===== src/rtl/i2cs_pkg.sv =====
package i2cs_pkg;

    localparam int BYTE_W = 8;
    localparam int DEV_AW = 7;

    // upper six bits of the device address; the strap supplies the LSB
    localparam logic [DEV_AW-2:0] DEV_ADDR_HI = 6'b010101;

    typedef enum logic [3:0] {
        ST_IDLE,
        ST_ADDR,
        ST_ACK_DRV,
        ST_ACK_HOLD,
        ST_WR,
        ST_RD,
        ST_RD_ACK,
        ST_RD_NEXT,
        ST_WAIT
    } i2cs_state_e;

    typedef struct packed {
        logic start;
        logic stop;
        logic scl_rise;
        logic scl_fall;
        logic sda;
    } bus_ev_t;

    function automatic logic dev_match(input logic [BYTE_W-1:0] first_byte,
                                       input logic strap);
        return first_byte[BYTE_W-1:1] == {DEV_ADDR_HI, strap};
    endfunction

endpackage


===== src/rtl/i2cs_sync.sv =====
module i2cs_sync
    import i2cs_pkg::*;
#(
    parameter int STAGES = 2
) (
    input  logic    clk,
    input  logic    rst,
    input  logic    scl_i,
    input  logic    sda_i,
    output bus_ev_t ev,
    output logic    scl_s
);

    logic [STAGES-1:0] scl_pipe;
    logic [STAGES-1:0] sda_pipe;
    logic              scl_p;
    logic              sda_p;
    logic              sda_s;

    genvar g;
    generate
        for (g = 0; g < STAGES; g++) begin : g_stage
            always_ff @(posedge clk) begin
                if (rst) begin
                    scl_pipe[g] <= 1'b1;
                    sda_pipe[g] <= 1'b1;
                end else if (g == 0) begin
                    scl_pipe[g] <= scl_i;
                    sda_pipe[g] <= sda_i;
                end else begin
                    scl_pipe[g] <= scl_pipe[g-1];
                    sda_pipe[g] <= sda_pipe[g-1];
                end
            end
        end
    endgenerate

    assign scl_s = scl_pipe[STAGES-1];
    assign sda_s = sda_pipe[STAGES-1];

    always_ff @(posedge clk) begin
        if (rst) begin
            scl_p <= 1'b1;
            sda_p <= 1'b1;
        end else begin
            scl_p <= scl_s;
            sda_p <= sda_s;
        end
    end

    always_comb begin
        ev.start    = scl_s & scl_p & sda_p & ~sda_s;
        ev.stop     = scl_s & scl_p & ~sda_p & sda_s;
        ev.scl_rise = scl_s & ~scl_p;
        ev.scl_fall = ~scl_s & scl_p;
        ev.sda      = sda_s;
    end

endmodule


===== src/rtl/i2cs_regfile.sv =====
module i2cs_regfile
    import i2cs_pkg::*;
#(
    parameter int AW = 8
) (
    input  logic              clk,
    input  logic              rst,
    input  logic [AW-1:0]     addr,
    input  logic [BYTE_W-1:0] wdata,
    input  logic              we,
    output logic [BYTE_W-1:0] rdata
);

    localparam int DEPTH = 1 << AW;

    logic [BYTE_W-1:0] mem [DEPTH];

    always_ff @(posedge clk) begin
        if (rst) begin
            for (int i = 0; i < DEPTH; i++) mem[i] <= '0;
        end else if (we) begin
            mem[addr] <= wdata;
        end
    end

    assign rdata = mem[addr];

endmodule


===== src/rtl/i2cs_engine.sv =====
module i2cs_engine
    import i2cs_pkg::*;
#(
    parameter int AW = 8
) (
    input  logic              clk,
    input  logic              rst,
    input  bus_ev_t           ev,
    input  logic              strap,
    input  logic [BYTE_W-1:0] rd_data,
    output logic [AW-1:0]     reg_addr,
    output logic [BYTE_W-1:0] wr_data,
    output logic              wr_en,
    output logic              sda_oe,
    output i2cs_state_e       state
);

    localparam int CNT_W = $clog2(BYTE_W + 1);
    localparam logic [CNT_W-1:0] LAST_BIT = CNT_W'(BYTE_W - 1);
    localparam logic [CNT_W-1:0] ALL_BITS = CNT_W'(BYTE_W);

    logic [CNT_W-1:0]  bitcnt;
    logic [BYTE_W-1:0] sh;
    logic [BYTE_W-1:0] tx;
    logic [BYTE_W-1:0] byte_in;
    logic [AW-1:0]     ptr;
    logic [AW-1:0]     wr_addr;
    logic              rw;
    logic              ptr_set;

    assign byte_in  = {sh[BYTE_W-2:0], ev.sda};
    assign reg_addr = wr_en ? wr_addr : ptr;

    always_ff @(posedge clk) begin
        if (rst) begin
            state   <= ST_IDLE;
            bitcnt  <= '0;
            sh      <= '0;
            tx      <= '0;
            ptr     <= '0;
            wr_addr <= '0;
            wr_data <= '0;
            wr_en   <= 1'b0;
            rw      <= 1'b0;
            ptr_set <= 1'b0;
            sda_oe  <= 1'b0;
        end else begin
            wr_en <= 1'b0;
            if (ev.stop) begin
                state  <= ST_IDLE;
                sda_oe <= 1'b0;
            end else if (ev.start) begin
                state  <= ST_ADDR;
                bitcnt <= '0;
                sda_oe <= 1'b0;
            end else begin
                unique case (state)
                    ST_ADDR: if (ev.scl_rise) begin
                        sh     <= byte_in;
                        bitcnt <= bitcnt + 1'b1;
                        if (bitcnt == LAST_BIT) begin
                            bitcnt <= '0;
                            if (dev_match(byte_in, strap)) begin
                                rw    <= byte_in[0];
                                state <= ST_ACK_DRV;
                                if (!byte_in[0]) ptr_set <= 1'b0;
                            end else begin
                                state <= ST_WAIT;
                            end
                        end
                    end
                    ST_ACK_DRV: if (ev.scl_fall) begin
                        sda_oe <= 1'b1;
                        state  <= ST_ACK_HOLD;
                    end
                    ST_ACK_HOLD: if (ev.scl_fall) begin
                        bitcnt <= '0;
                        if (rw) begin
                            tx     <= rd_data;
                            sda_oe <= ~rd_data[BYTE_W-1];
                            state  <= ST_RD;
                        end else begin
                            sda_oe <= 1'b0;
                            state  <= ST_WR;
                        end
                    end
                    ST_WR: if (ev.scl_rise) begin
                        sh     <= byte_in;
                        bitcnt <= bitcnt + 1'b1;
                        if (bitcnt == LAST_BIT) begin
                            bitcnt <= '0;
                            state  <= ST_ACK_DRV;
                            if (!ptr_set) begin
                                ptr     <= byte_in[AW-1:0];
                                ptr_set <= 1'b1;
                            end else begin
                                wr_en   <= 1'b1;
                                wr_addr <= ptr;
                                wr_data <= byte_in;
                                ptr     <= ptr + 1'b1;
                            end
                        end
                    end
                    ST_RD: begin
                        if (ev.scl_rise) begin
                            bitcnt <= bitcnt + 1'b1;
                        end else if (ev.scl_fall) begin
                            if (bitcnt == ALL_BITS) begin
                                sda_oe <= 1'b0;
                                state  <= ST_RD_ACK;
                            end else begin
                                tx     <= {tx[BYTE_W-2:0], 1'b0};
                                sda_oe <= ~tx[BYTE_W-2];
                            end
                        end
                    end
                    ST_RD_ACK: if (ev.scl_rise) begin
                        if (!ev.sda) begin
                            ptr   <= ptr + 1'b1;
                            state <= ST_RD_NEXT;
                        end else begin
                            state <= ST_WAIT;
                        end
                    end
                    ST_RD_NEXT: if (ev.scl_fall) begin
                        tx     <= rd_data;
                        sda_oe <= ~rd_data[BYTE_W-1];
                        bitcnt <= '0;
                        state  <= ST_RD;
                    end
                    default: ;
                endcase
            end
        end
    end

endmodule


===== src/rtl/i2c_reg_slave.sv =====
module i2c_reg_slave
    import i2cs_pkg::*;
#(
    parameter int REG_AW      = 8,
    parameter int SYNC_STAGES = 2
) (
    input  logic clk,
    input  logic rst,
    input  logic addr_sel,
    input  logic scl_i,
    input  logic sda_i,
    output logic sda_o,
    output logic sda_oe
);

    bus_ev_t           ev;
    logic              scl_s;
    logic              ev_start;
    logic              ev_stop;
    logic              rst_q;
    logic              dev_lsb;
    logic [REG_AW-1:0] reg_addr;
    logic [BYTE_W-1:0] wr_data;
    logic [BYTE_W-1:0] rd_data;
    logic              wr_en;
    i2cs_state_e       eng_state;

    assign sda_o    = 1'b0;
    assign ev_start = ev.start;
    assign ev_stop  = ev.stop;

    // address strap captured on the cycle reset is released
    always_ff @(posedge clk) begin
        rst_q <= rst;
        if (rst_q && !rst) dev_lsb <= addr_sel;
    end

    i2cs_sync #(.STAGES(SYNC_STAGES)) u_sync (
        .clk   (clk),
        .rst   (rst),
        .scl_i (scl_i),
        .sda_i (sda_i),
        .ev    (ev),
        .scl_s (scl_s)
    );

    i2cs_engine #(.AW(REG_AW)) u_eng (
        .clk      (clk),
        .rst      (rst),
        .ev       (ev),
        .strap    (dev_lsb),
        .rd_data  (rd_data),
        .reg_addr (reg_addr),
        .wr_data  (wr_data),
        .wr_en    (wr_en),
        .sda_oe   (sda_oe),
        .state    (eng_state)
    );

    i2cs_regfile #(.AW(REG_AW)) u_regs (
        .clk   (clk),
        .rst   (rst),
        .addr  (reg_addr),
        .wdata (wr_data),
        .we    (wr_en),
        .rdata (rd_data)
    );

endmodule


===== config.mk =====
export PLATFORM = sky130hd
export DESIGN_NAME = i2c_reg_slave
export DESIGN_NICKNAME = d
export VERILOG_FILES = /design/src/rtl/i2cs_pkg.sv /design/src/rtl/i2cs_sync.sv /design/src/rtl/i2cs_regfile.sv /design/src/rtl/i2cs_engine.sv /design/src/rtl/i2c_reg_slave.sv
export SDC_FILE = /design/constraint.sdc
export NUM_CORES = 2
export LEC_CHECK = 0
export BUFFER_PORTS_ARGS = -buffer_cell sky130_fd_sc_hd__clkbuf_2
export CORE_ASPECT_RATIO = 0.5
export CORE_MARGIN = 5
export CORE_UTILIZATION = 45
export DETAILED_ROUTE_END_ITERATION = 16
export GPL_ROUTABILITY_DRIVEN = 0
export SYNTH_ARGS = -nofsm -noshare
export SYNTH_HDL_FRONTEND = slang
export SYNTH_SLANG_ARGS = --single-unit

===== constraint.sdc =====
create_clock -name clk -period 8.3 [get_ports clk]
set_input_delay 2.49 -clock clk [delete_from_list [all_inputs] [get_ports clk]]
set_output_delay 2.49 -clock clk [all_outputs]
set_load 0.1 [all_outputs]

### Yosys cells after proc, flatten, opt, wreduce, memory -nomap -nowiden

Memories as Yosys holds them, arrays and structs flattened.
Cells that the tools add are included.

* div/mod/pow operators: 0
* order comparisons: 0
* bitwise gates (word level): 18
* reduce and logical (&&, ||, !) cells: 25
* eq/ne operators: 40
* add/subtract/negate cells: 2
* multiply operators: 0
* shift operators: 0
* muxes and demuxes: 60

Operators by type and width (number)
* $mux W4: 18
* $mux W8: 8
* $mux W7: 6
* $pmux W4 S7: 1
* $ne A3 B3 Y1 const B: 9
* $reduce_and A12 Y1: 2
* $mux W1: 22
* $ne A2 B2 Y1 const B: 11
* $pmux W7 S3: 1
* $eq A4 B3 Y1 const B: 5
* $reduce_and A6 Y1: 3
* $reduce_and A9 Y1: 2
* $pmux W8 S2: 1
* $pmux W4 S3: 1
* $not A1 Y1: 11
* $ne A2 B1 Y1 const B: 5
* $ne A3 B2 Y1 const B: 3
* $add A8 B1 Y8 const B: 1
* $eq A4 B2 Y1 const B: 2
* $reduce_bool A4 Y1: 2
* $reduce_bool A8 Y1: 1
* $reduce_or A8 Y1: 1
* $and A1 B1 Y1: 7
* $eq A7 B6 Y1: 1
* other kinds (17): 21

* memories: 1
* flip-flop bits (word level): 58
* input port bits: 5
* logic and storage cells: 166
* output and inout bits: 2
* ROM bits: 0
* latch bits: 0
* memory bits (writable): 2048

Memory list
* u_regs.mem: words 256, width 8, read ports 1, clocked after Yosys merged registers in 0, write ports 256, RTL line i2cs_regfile.sv:16 `logic [BYTE_W-1:0] mem [DEPTH];`

### Logic depth before layout (Yosys ltp)

* depth in word-level cells: 6
* mapped depth: 15

### By module

A second synthesis with hierarchy kept.

* cells, all modules: 6592
* area total of the unflattened synthesis: 97728.7 um^2

By module, submodules not included
* i2cs_regfile: area an instance 94798.4 um^2, cells an instance 6273, instances 1, sequential area each 61499.0 um^2
* i2cs_engine: area an instance 2657.5 um^2, cells an instance 297, instances 1, sequential area each 1001.0 um^2
* i2cs_sync: area an instance 197.7 um^2, cells an instance 17, instances 1, sequential area each 120.1 um^2
* i2c_reg_slave: area an instance 75.1 um^2, cells an instance 5, instances 1, sequential area each 50.0 um^2

### Least setup slack after synthesis

No wires, ideal clock.

* kind: input to register
* from: in rst
* to: mem u_regs.mem[161][0] (enable)
* data arrival time: 4.123 ns
* path slack: 3.793 ns
* cell stages on the path: 7
* path buffers: 2
* cells stage by stage: inv_1 nand2_1 nor3_1 nand2_1 clkbuf_1 clkbuf_1 o21ai_0

RTL lines
* start, declared: RTL line i2c_reg_slave.sv:8 `input logic rst,`
* end, declared: RTL line i2cs_regfile.sv:16

==> results.sh <==
export IMPL_status="finished clean"
export IMPL_rsz0062_at_grt="no"
export IMPL_post_route_min_period_ns=5.74
export IMPL_fmax_mhz=174
export IMPL_clkSlewWorstSetupHoldPaths_ns=0.06
export IMPL_fin_crit_sh=0.692
export IMPL_hp_class="reg -> reg"
export IMPL_synth_area_leaders="edfxtp_1 (62%), and2_1 (13%), nand2_1 (5.0%), mux4_2 (3.8%), nand3_1 (2.6%)"
export IMPL_synth_area_per_cell_sq_um=11.9
export IMPL_skew_ns=0.0350
export IMPL_sw_frac_of_total=0.210
export IMPL_critical_path_max_stage_delay_ns=1.27
export IMPL_clock_latency_ns=0.87
export IMPL_postRouteWirelength_microns=318000
export IMPL_hold_buffers=0
export IMPL_grt_pass1_vias=62897
export IMPL_dieArea_sq_mm=0.229
export IMPL_grt_pass1_wl_microns=455000
export IMPL_root_buffer="clkbuf_16"
export IMPL_drive_gt1_frac=0.0879
export IMPL_multiInputGateArea_sq_mm=0.0334
export IMPL_clkPwrFrac=0.418
export IMPL_synth_main_ff_cell="edfxtp_1"
export IMPL_hold_slack_ns=0.427
export IMPL_start_kind="primary input"
export IMPL_overflow=0
export IMPL_finalSetupViolations=0
export IMPL_cts_tree="yes"
export IMPL_drv_cap=0
export IMPL_h_tree_depth=4
export IMPL_cp_data_arrival_time_ns=6.19
export IMPL_yosysTopAreaCell="edfxtp_1"
export IMPL_yosys_warnings=0
export IMPL_worst_slew_pin_slew_ns=1.45
export IMPL_synth_cell_types=68
export IMPL_combinationalPowerShare=0.022
export IMPL_synth_edff_count=2049
export IMPL_rows=121
export IMPL_dr_pass1_iters=6
export IMPL_leakagePower_nw=37.6
export IMPL_finalHoldViolations=0
export IMPL_grt_usage=0.272
export IMPL_drt_iter0_markers=9691
export IMPL_dp_cells=10731
export IMPL_vias_per_cell=6.00
export IMPL_yosys_area_top_type_share=0.623
export IMPL_post_route_util=0.495
export IMPL_p_total_mw=21.6
export IMPL_p_sw_mw=4.52
export IMPL_hold_depth=1
export IMPL_cp_end_kind="register"
export IMPL_worst_path_max_delay_cell="o21ai_0"
export IMPL_path_cells="buf_2, buf_4, nor2b_1, nand3_1, o21ai_0"
export IMPL_initial_core_util=0.453
export IMPL_async_flop_share=0
export IMPL_dp_hpwl_microns=194000
export IMPL_critPathRequiredTime_ns=8.75
export IMPL_setup_tns_final_ns=0
export IMPL_fillers=18950
export IMPL_final_nets=8052
export IMPL_ir_drop_mv=0.166
export IMPL_stdcell_count=11094
export IMPL_drc=0
export IMPL_synth_area_sq_mm=0.0987
export IMPL_netlist_instances=8305
export IMPL_design_core_area_sq_mm=0.218
export IMPL_slew_headroom=0.0333
export IMPL_cts_resized=0
export IMPL_yosysSeqAreaShare=0.635
export IMPL_critPathKind="in -> reg"
export IMPL_cellPowerDensity_mw_per_mm2=200
export IMPL_synth_seq_cells=2106
export IMPL_cts_max_path_buffers=4
export IMPL_ant_nets=0
export IMPL_io_buffers=5
export IMPL_die_width_microns=672
export IMPL_cts_buffers=201
export IMPL_cts_num_sinks=2106
export IMPL_grt_max_degree=147
export IMPL_area_growth_pct=9.16
export IMPL_wl_per_cell_microns=28.7
export IMPL_num_io_pins=7
export IMPL_post_cts_setup_buffers=0
export IMPL_cp_max_fo=41
export IMPL_reg2regPathDepth=11
export IMPL_power_frac_seq=0.561
export IMPL_syn_nets=8313
export IMPL_seqCellArea_sq_mm=0.0627
export IMPL_vias=66527
export IMPL_internal_power_mw=17.0
export IMPL_antenna_found_initial=17
export IMPL_die_h_microns=341
export IMPL_report_final_slew_viol_count=0
export IMPL_layout_common_cells="and2_1 (2049), edfxtp_1 (2049), nand2_1 (1312)"
## per-layer routing
metal | vias up | share of wire | global-route usage
met4 | 4 | 0.033 | 0.0814
met1 | 33525 | 0.42 | 0.402
li1 | 28908 | - | -
met5 | - | 0.000082 | 0
met3 | 507 | 0.11 | 0.0650
met2 | 3583 | 0.43 | 0.399
## cells by family after synthesis
| logic type | count (synthesis) | share of synthesized area |
|---|---|---|
| flops | 2106 | 0.635 |
| buf+inv | 682 | 0.0299 |
| compound gates | 750 | 0.0490 |
| fa+ha+maj | 3 | 0.000380 |
| xor+xnor | 3 | 0.000266 |
| simple gates | 4490 | 0.236 |
| other cells | 1 | 0.0000380 |
| mux | 270 | 0.0497 |
## path summary, 6_finish.rpt
path / from / endpoint / slack [ns]
hold reg to reg: u_sync.scl_pipe[0] / u_sync.scl_s / 0.43
hold / removal: u_sync.scl_pipe[0] / u_sync.scl_s / 0.43
setup / recovery: rst / u_regs.mem[143][7] / 2.56
setup reg to reg: u_eng.wr_en / u_eng.tx[2] / 2.70
## power by group through the flow
stage / Clock [mW] / Sequential [mW] / Combinational, mW
finish: 9.01 / 12.1 / 0.466
CTS: 9.05 / 12.1 / 0.464
detailed placement: 0 / 12.3 / 0.463
global route: 9.53 / 12.1 / 0.505
global placement: 0 / 12.3 / 0.453
floorplan: 0 / 12.3 / 0.313
## sequential cells by signal, summed over array words and instances (netlist names), 4 cells and up
signal / count
u_regs.mem: 2048
u_eng.ptr: 8
u_eng.wr_addr: 8
u_eng.wr_data: 8
u_eng.sh: 7
u_eng.tx: 7
u_eng.bitcnt: 4
u_eng.state: 4
## metrics by stage
stage	worst slack (ns)	instance area [sq um]
after detailed placement	1.89	102000
after global routing	2.51	108000
after CTS	2.78	108000
final	2.56	108000
after floorplan	3.79	98700
after global placement	1.89	102000
## final cells by class
cell class                 instances  share of cell area
inverter                           7            0.000313
tap                             2890              0.0336
clock buffer                     257              0.0501
timing repair buffer             211              0.0171
clock inverter                   103             0.00727
sequential                      2106               0.582
multi-input combinational       5517               0.310
antenna                            3           0.0000697
## synthesized netlist by cell type, types with 35 or more instances
cell type and count:
a311oi_1 76, nand2_1 1323, mux4_2 166, o21ai_0 289, and2_1 2049, mux2i_1 91, and3_1 68, nand3_1 513
nand4_1 85, buf_1 35, clkbuf_1 472, edfxtp_1 2049, a31oi_1 105, buf_2 120, a22oi_1 57, dfxtp_1 57
nor2_1 341, a21oi_1 66, a32oi_1 35
## worst max-delay path, delay by kind of cell
kind / cells / cell delay (ns)
AOI/OAI and AO/OA: 1 / 1.27
and+or+nand+nor: 2 / 1.99
buffers and inverters: 2 / 0.43
No activity file was read; power rests on OpenSTA's default activity.
